**src/rtl/tscan_pkg.sv**
```systemverilog
package tscan_pkg;

    typedef enum logic [2:0] {
        S_IDLE,
        S_TREQ,
        S_TWAIT,
        S_PIX,
        S_DONE
    } scan_st_e;

    localparam int ROW_BYTES_LG2 = 9;
    localparam int TILE_LINES    = 128;

    // depth code to log2 of bytes per pixel; code 3 behaves as 32 bpp
    function automatic logic [1:0] depth_shift(input logic [1:0] code);
        case (code)
            2'd0:    return 2'd0;
            2'd1:    return 2'd1;
            default: return 2'd2;
        endcase
    endfunction

endpackage

```
**src/rtl/tscan_span.sv**
```systemverilog
// Remaining-length clipper: how much of a step fits before a limit,
// and whether this step reaches the limit.
module tscan_span #(
    parameter int W = 13
) (
    input  logic [W-1:0] pos,
    input  logic [W-1:0] limit,
    input  logic [W-1:0] step,
    output logic [W-1:0] span,
    output logic         last
);
    logic [W:0] rem;

    always_comb begin
        rem  = {1'b0, limit} - {1'b0, pos};
        last = ({1'b0, step} >= rem);
        span = last ? rem[W-1:0] : step;
    end
endmodule

```
**src/rtl/tscan_dst.sv**
```systemverilog
// Linear framebuffer byte offset of a tiled line segment.
module tscan_dst #(
    parameter int P = 13
) (
    input  logic [P-1:0] row,
    input  logic [P-1:0] width,
    input  logic [P-1:0] col,
    input  logic [1:0]   sh,
    output logic [31:0]  dst
);
    logic [31:0] pix;

    always_comb begin
        pix = 32'(row) * 32'(width) + 32'(col);
        dst = pix << sh;
    end
endmodule

```
**src/rtl/tile_scan_agu.sv**
```systemverilog
module tile_scan_agu
    import tscan_pkg::*;
#(
    parameter int DIM_W     = 12,
    parameter int CHUNK_LG2 = 14,
    parameter int LEN_W     = ((CHUNK_LG2 > ROW_BYTES_LG2) ? CHUNK_LG2 : ROW_BYTES_LG2) + 1
) (
    input  logic             clk,
    input  logic             rst_n,
    input  logic             start,
    input  logic [31:0]      cfg_table_base,
    input  logic             cfg_linear,
    input  logic [1:0]       cfg_depth,
    input  logic [DIM_W-1:0] cfg_width,
    input  logic [DIM_W-1:0] cfg_height,
    output logic             req_valid,
    input  logic             req_ready,
    output logic             req_table,
    output logic [31:0]      req_addr,
    output logic [LEN_W-1:0] req_len,
    output logic [31:0]      req_dst,
    input  logic             rsp_valid,
    input  logic [15:0]      rsp_data,
    output logic             busy,
    output logic             done
);
    localparam int P     = DIM_W + 1;
    localparam int CHUNK = 1 << CHUNK_LG2;

    typedef struct packed {
        scan_st_e    st;
        logic [31:0] base;
        logic        lin;
        logic [1:0]  sh;
        logic [P-1:0] w;
        logic [P-1:0] h;
        logic [15:0] tnr;
        logic [15:0] tile;
        logic [P-1:0] xb;
        logic [P-1:0] yb;
        logic [6:0]  line;
        logic [16:0] off;
        logic [31:0] fbo;
    } scan_t;

    scan_t q, d;

    // derived geometry of the current tile
    logic [P-1:0] tile_px;
    logic [P-1:0] px_cnt, ln_cnt;
    logic         x_last, y_last, line_last;
    logic [31:0]  total, ch_len;
    logic         l_last;
    logic [P-1:0] row;
    logic [31:0]  tdst;
    logic [31:0]  tile_addr;
    logic [16:0]  off_nxt;

    always_comb begin
        tile_px   = P'(512) >> q.sh;
        total     = (32'(q.w) * 32'(q.h)) << q.sh;
        row       = q.yb + P'(q.line);
        tile_addr = {q.tile, 16'h0000};
        line_last = (P'(q.line) + P'(1)) == ln_cnt;
        off_nxt   = q.off + 17'(CHUNK);
    end

    tscan_span #(.W(P)) u_xspan (
        .pos(q.xb), .limit(q.w), .step(tile_px), .span(px_cnt), .last(x_last)
    );

    tscan_span #(.W(P)) u_yspan (
        .pos(q.yb), .limit(q.h), .step(P'(TILE_LINES)), .span(ln_cnt), .last(y_last)
    );

    tscan_span #(.W(32)) u_lspan (
        .pos(q.fbo), .limit(total), .step(32'(CHUNK)), .span(ch_len), .last(l_last)
    );

    tscan_dst #(.P(P)) u_dst (
        .row(row), .width(q.w), .col(q.xb), .sh(q.sh), .dst(tdst)
    );

    // next-state
    always_comb begin
        d = q;
        case (q.st)
            S_IDLE: begin
                if (start) begin
                    d.base = {cfg_table_base[31:9], 9'h000};
                    d.lin  = cfg_linear;
                    d.sh   = depth_shift(cfg_depth);
                    d.w    = P'(cfg_width);
                    d.h    = P'(cfg_height);
                    d.tnr  = '0;
                    d.tile = '0;
                    d.xb   = '0;
                    d.yb   = '0;
                    d.line = '0;
                    d.off  = '0;
                    d.fbo  = '0;
                    if (cfg_table_base[31:9] == '0 || cfg_width == '0 || cfg_height == '0)
                        d.st = S_DONE;
                    else
                        d.st = S_TREQ;
                end
            end
            S_TREQ: begin
                if (req_ready) d.st = S_TWAIT;
            end
            S_TWAIT: begin
                if (rsp_valid) begin
                    d.tile = rsp_data;
                    d.st   = S_PIX;
                end
            end
            S_PIX: begin
                if (req_ready) begin
                    if (q.lin) begin
                        d.fbo = q.fbo + ch_len;
                        if (l_last) begin
                            d.st = S_DONE;
                        end else if (off_nxt[16]) begin
                            d.off = '0;
                            d.tnr = q.tnr + 16'd1;
                            d.st  = S_TREQ;
                        end else begin
                            d.off = off_nxt;
                        end
                    end else if (line_last) begin
                        d.line = '0;
                        if (x_last) begin
                            d.xb = '0;
                            if (y_last) begin
                                d.st = S_DONE;
                            end else begin
                                d.yb  = q.yb + P'(TILE_LINES);
                                d.tnr = q.tnr + 16'd1;
                                d.st  = S_TREQ;
                            end
                        end else begin
                            d.xb  = q.xb + tile_px;
                            d.tnr = q.tnr + 16'd1;
                            d.st  = S_TREQ;
                        end
                    end else begin
                        d.line = q.line + 7'd1;
                    end
                end
            end
            S_DONE: d.st = S_IDLE;
            default: d.st = S_IDLE;
        endcase
    end

    // request outputs
    always_comb begin
        req_valid = 1'b0;
        req_table = 1'b0;
        req_addr  = '0;
        req_len   = '0;
        req_dst   = '0;
        if (q.st == S_TREQ) begin
            req_valid = 1'b1;
            req_table = 1'b1;
            req_addr  = q.base + {15'h0, q.tnr, 1'b0};
            req_len   = LEN_W'(2);
        end else if (q.st == S_PIX) begin
            req_valid = 1'b1;
            if (q.lin) begin
                req_addr = tile_addr + 32'(q.off);
                req_len  = LEN_W'(ch_len);
                req_dst  = q.fbo;
            end else begin
                req_addr = tile_addr + {16'h0, q.line, 9'h000};
                req_len  = LEN_W'(32'(px_cnt) << q.sh);
                req_dst  = tdst;
            end
        end
        busy = (q.st != S_IDLE);
        done = (q.st == S_DONE);
    end

    always_ff @(posedge clk or negedge rst_n) begin
        if (!rst_n) begin
            q    <= '0;
            q.st <= S_IDLE;
        end else begin
            q <= d;
        end
    end

    // request held until accepted
    a_r12_hold: assert property (@(posedge clk) disable iff (!rst_n)
        req_valid && !req_ready |=> req_valid && $stable(req_addr) && $stable(req_len)
                                    && $stable(req_dst) && $stable(req_table));

    // done lasts one cycle
    a_r10_done_pulse: assert property (@(posedge clk) disable iff (!rst_n)
        done |=> !done);

    // no request outside a frame
    a_r10_idle_quiet: assert property (@(posedge clk) disable iff (!rst_n)
        !busy |-> !req_valid);

    // a pixel read stays inside its 64 KB tile
    a_r9_in_tile: assert property (@(posedge clk) disable iff (!rst_n)
        req_valid && !req_table |-> (17'(req_addr[15:0]) + 17'(req_len)) <= 17'h10000);

    // table reads are two bytes at an even address
    a_r3_tbl_shape: assert property (@(posedge clk) disable iff (!rst_n)
        req_valid && req_table |-> req_addr[0] == 1'b0 && req_len == LEN_W'(2));

    // clipping never yields an empty read
    a_r7_nonempty: assert property (@(posedge clk) disable iff (!rst_n)
        req_valid |-> req_len != '0);

    // no pixel read directly after a table request is accepted
    a_r3_wait_entry: assert property (@(posedge clk) disable iff (!rst_n)
        req_valid && req_table && req_ready |=> !req_valid);

endmodule

```
**config.mk**
```make
export PLATFORM = sky130hd
export DESIGN_NAME = tile_scan_agu
export DESIGN_NICKNAME = d
export VERILOG_FILES = /design/src/rtl/tscan_pkg.sv /design/src/rtl/tscan_span.sv /design/src/rtl/tscan_dst.sv /design/src/rtl/tile_scan_agu.sv
export SDC_FILE = /design/constraint.sdc
export NUM_CORES = 1
export LEC_CHECK = 0
export BUFFER_PORTS_ARGS = -buffer_cell sky130_fd_sc_hd__buf_2
export CAP_MARGIN = 0
export CORE_ASPECT_RATIO = 0.7
export CORE_MARGIN = 1
export CORE_UTILIZATION = 34
export CTS_BUF_LIST = sky130_fd_sc_hd__clkbuf_8 sky130_fd_sc_hd__clkbuf_16
export DETAILED_ROUTE_END_ITERATION = 8
export PLACE_DENSITY = 0.5
export SYNTH_ARGS = -nofsm -noshare
export SYNTH_HDL_FRONTEND = slang
export SYNTH_SLANG_ARGS = --single-unit
```
**constraint.sdc**
```tcl
create_clock -name clk -period 13.9 [get_ports clk]
set_input_delay 3.475 -clock clk [delete_from_list [all_inputs] [get_ports clk]]
set_output_delay 3.475 -clock clk [all_outputs]
set_load 0.05 [all_outputs]
```
==> flow_metrics.py <==
metrics = {
    "yosys": {
        "synth_edf_count": 0,
        "syn_avg_cell_area_um2": 7.703,
        "synth_ff_type": "dfrtp_1",
        "synth_cells": 3123,
        "seq_area_frac_synth": 0.1446,
        "ys_ff_latch": 139,
        "synthesis.area_um2": 24060,
        "yosysWarningCount": 0,
        "async_flop_share": 1.000,
        "ys_types": 102,
    },
    "final_layout": {
        "syn_to_final_growth_pct": 11.76,
        "seq_area_um2": 3502,
        "layout_commonest_cell": "nand2_1",
        "regMostFlops": "q",
        "reg_top3": "q x139",
        "nFillCells": 7392,
        "multi_input_area_um2": 18840,
        "nets": 3731,
        "largest_reg_flops": 139,
        "layout.cells.most_common_list": "nand2_1, inv_1, ha_1",
        "drive_above_1_share": 0.1151,
    },
    "setup_path": {
        "critPathMaxStageDelay_ns": 0.55,
        "worst_r2r_path_depth": 52,
        "cp_slowest_cell": "fa_1",
        "cp-start-kind": "flop",
        "cp-end-kind": "output pin",
        "r2r-start": "q[119]",
        "critPathRequiredTime_ns": 10.43,
        "worst-setup-path-type": "reg2out",
        "crit_top_cell": "a21oi_2",
        "rrSetupSlack_ns": 0.98,
        "crit_arrival_ns": 9.99,
        "reg2reg_to": "q[30]",
        "cp_max_fo": 10,
    },
    "clock_network": {
        "cts_sinks": 139,
        "clock_latency_ns": 0.48,
        "cts_buffer_depth": 2,
        "clk_pin_slew_ns": 0.07,
        "h-tree-depth": 4,
        "cts_buffers": 17,
        "cts_root_buf": "clkbuf_16",
        "cts_tree": "yes",
        "hold_buffers": 0,
    },
    "min_path": {
        "hold_end": "q[94]",
        "holdCritStartpoint": "q[94]",
        "worstHoldPathCells": 2,
        "hold_class": "reg2reg",
    },
    "flow_run": {
        "drv_cap": 0,
    },
    "global_routing": {
        "grt-ovfl-total": 0,
        "antenna_found_initial": 2,
        "grt_max_degree": 71,
        "grt_pass1_wl_um": 128600,
        "grt_pass1_vias": 21400,
        "grtUsageTotal": 0.2344,
    },
    "sta": {
        "finalHoldViolCount": 0,
        "rsz0062_at_grt": "false",
        "min_period_ns": 13.47,
        "tightest_slew_ns": 1.099,
        "hold_slack_ns": 0.4850,
        "post-route-period-util": 0.9687,
        "max_slew_margin": 0.2594,
        "slew_violations": 0,
        "max_freq_mhz": 74.27,
        "clock_skew_ns": 0.01364,
        "setup_viol": 0,
    },
    "route": {
        "routedWlPerCell_um": 20.22,
        "route.detailed.drc": 4,
        "drt_iter0_markers": 1780,
        "drtPass1Iterations": 8,
        "ant_nets": 0,
        "drt_wl_total_um": 83860,
        "vias_per_cell": 5.349,
        "vias": 22190,
    },
    "floorplan": {
        "chipHeight_um": 224.5,
        "die_w_um": 319.9,
        "start_util": 0.3440,
        "core-area_um2": 69930,
        "pin_count": 163,
        "row_count": 81,
        "die_area_um2": 71840,
    },
    "run_status": {
        "status": "finished, violations left",
        "violations": "DRC",
    },
    "place": {
        "gp_congestion": 0.9400,
        "port_buffers": 152,
        "dp.final_hpwl_um": 66910,
    },
}
## cells by family (layout without fill, tap and decap cells)
group / after synthesis / count (layout) / share of synthesized area
DFF: 139 / 139 / 0.1446
xor gates and xnor gates: 139 / 139 / 0.05061
muxes: 58 / 58 / 0.02746
buffers and inverters: 537 / 629 / 0.08509
adders and majority gates: 435 / 435 / 0.2927
AOI/OAI and AO/OA: 651 / 651 / 0.1754
other: 2 / 21 / 0.0003122
and+or+nand+nor: 1162 / 1163 / 0.2238
## worst max path at each step
| stage | slack [ns] | endpoint | from |
|---|---|---|---|
| floorplan | 0.16 | req_len[11] | q[130] |
| global placement | -0.01 | req_len[4] | q[119] |
| detailed placement | -0.06 | req_len[0] | q[119] |
| CTS | 0.06 | req_len[13] | q[128] |
| global route | 0.01 | req_len[13] | q[118] |
| finish | 0.43 | req_len[13] | q[119] |
## metal layers
layer	track usage	vias to the layer above	part of all wire
met4	0.06158	0	0.021
met5	0	-	0
met1	0.3530	10770	0.50
met3	0.06267	84	0.086
li1	-	10650	-
met2	0.3245	685	0.39
## per-stage QoR
stage / setup TNS, ns / std cells / setup slack (ns) / util / area [um2]
after floorplan: 0 / 3139 / 0.1583 / - / 24120
after global placement: -0.01422 / 4104 / -0.01060 / 0.3701 / 25880
after detailed placement: -0.1978 / 4104 / -0.05817 / 0.3701 / 25880
after CTS: 0 / 4136 / 0.06146 / 0.3799 / 26570
after global routing: 0 / 4145 / 0.01261 / 0.3843 / 26880
final: 0 / 4148 / 0.4349 / 0.3845 / 26880
## cell usage after synthesis, types with 47 or more instances
master    instances  area, um2
a21oi_1         169      845.8
nor2_1          211      792.0
ha_1            218       2728
nand2_1         543       2038
o21ai_0         158      790.8
clkbuf_1        139      521.8
nor3_1           47      235.2
fa_1            214       4284
dfrtp_1         139       3478
xnor2_1          94      823.3
and2_1          112      700.7
inv_1           367       1378
## repair_timing
action,CTS,global route
setup buffers,0,8
pin swaps,0,2
cloned,0,1
gates resized for setup,43,52
setup endpoints to repair,14,18
## final cells by class
type                    instances  area share
multi-input cells            2464      0.7009
inverters                     369     0.05152
well taps                     913     0.04249
flip-flops and latches        139      0.1303
diodes                          3   0.0002792
clock buffers                  17     0.01582
repair buffers                228     0.05296
clock inverters                15    0.005771
## critical path: cells and delay by family (launching register included)
| family | cells | cell delay [ns] |
|---|---|---|
| buffers and inverters | 7 | 0.88 |
| adders and majority gates | 7 | 2.95 |
| DFF | 1 | 0.53 |
| AOI/OAI and AO/OA | 18 | 3.25 |
| xor gates and xnor gates | 1 | 0.18 |
| and+or+nand+nor | 6 | 1.70 |
Power is not shown: default switching activity piles up to over one toggle a cycle in this logic, so the estimate is an artifact.
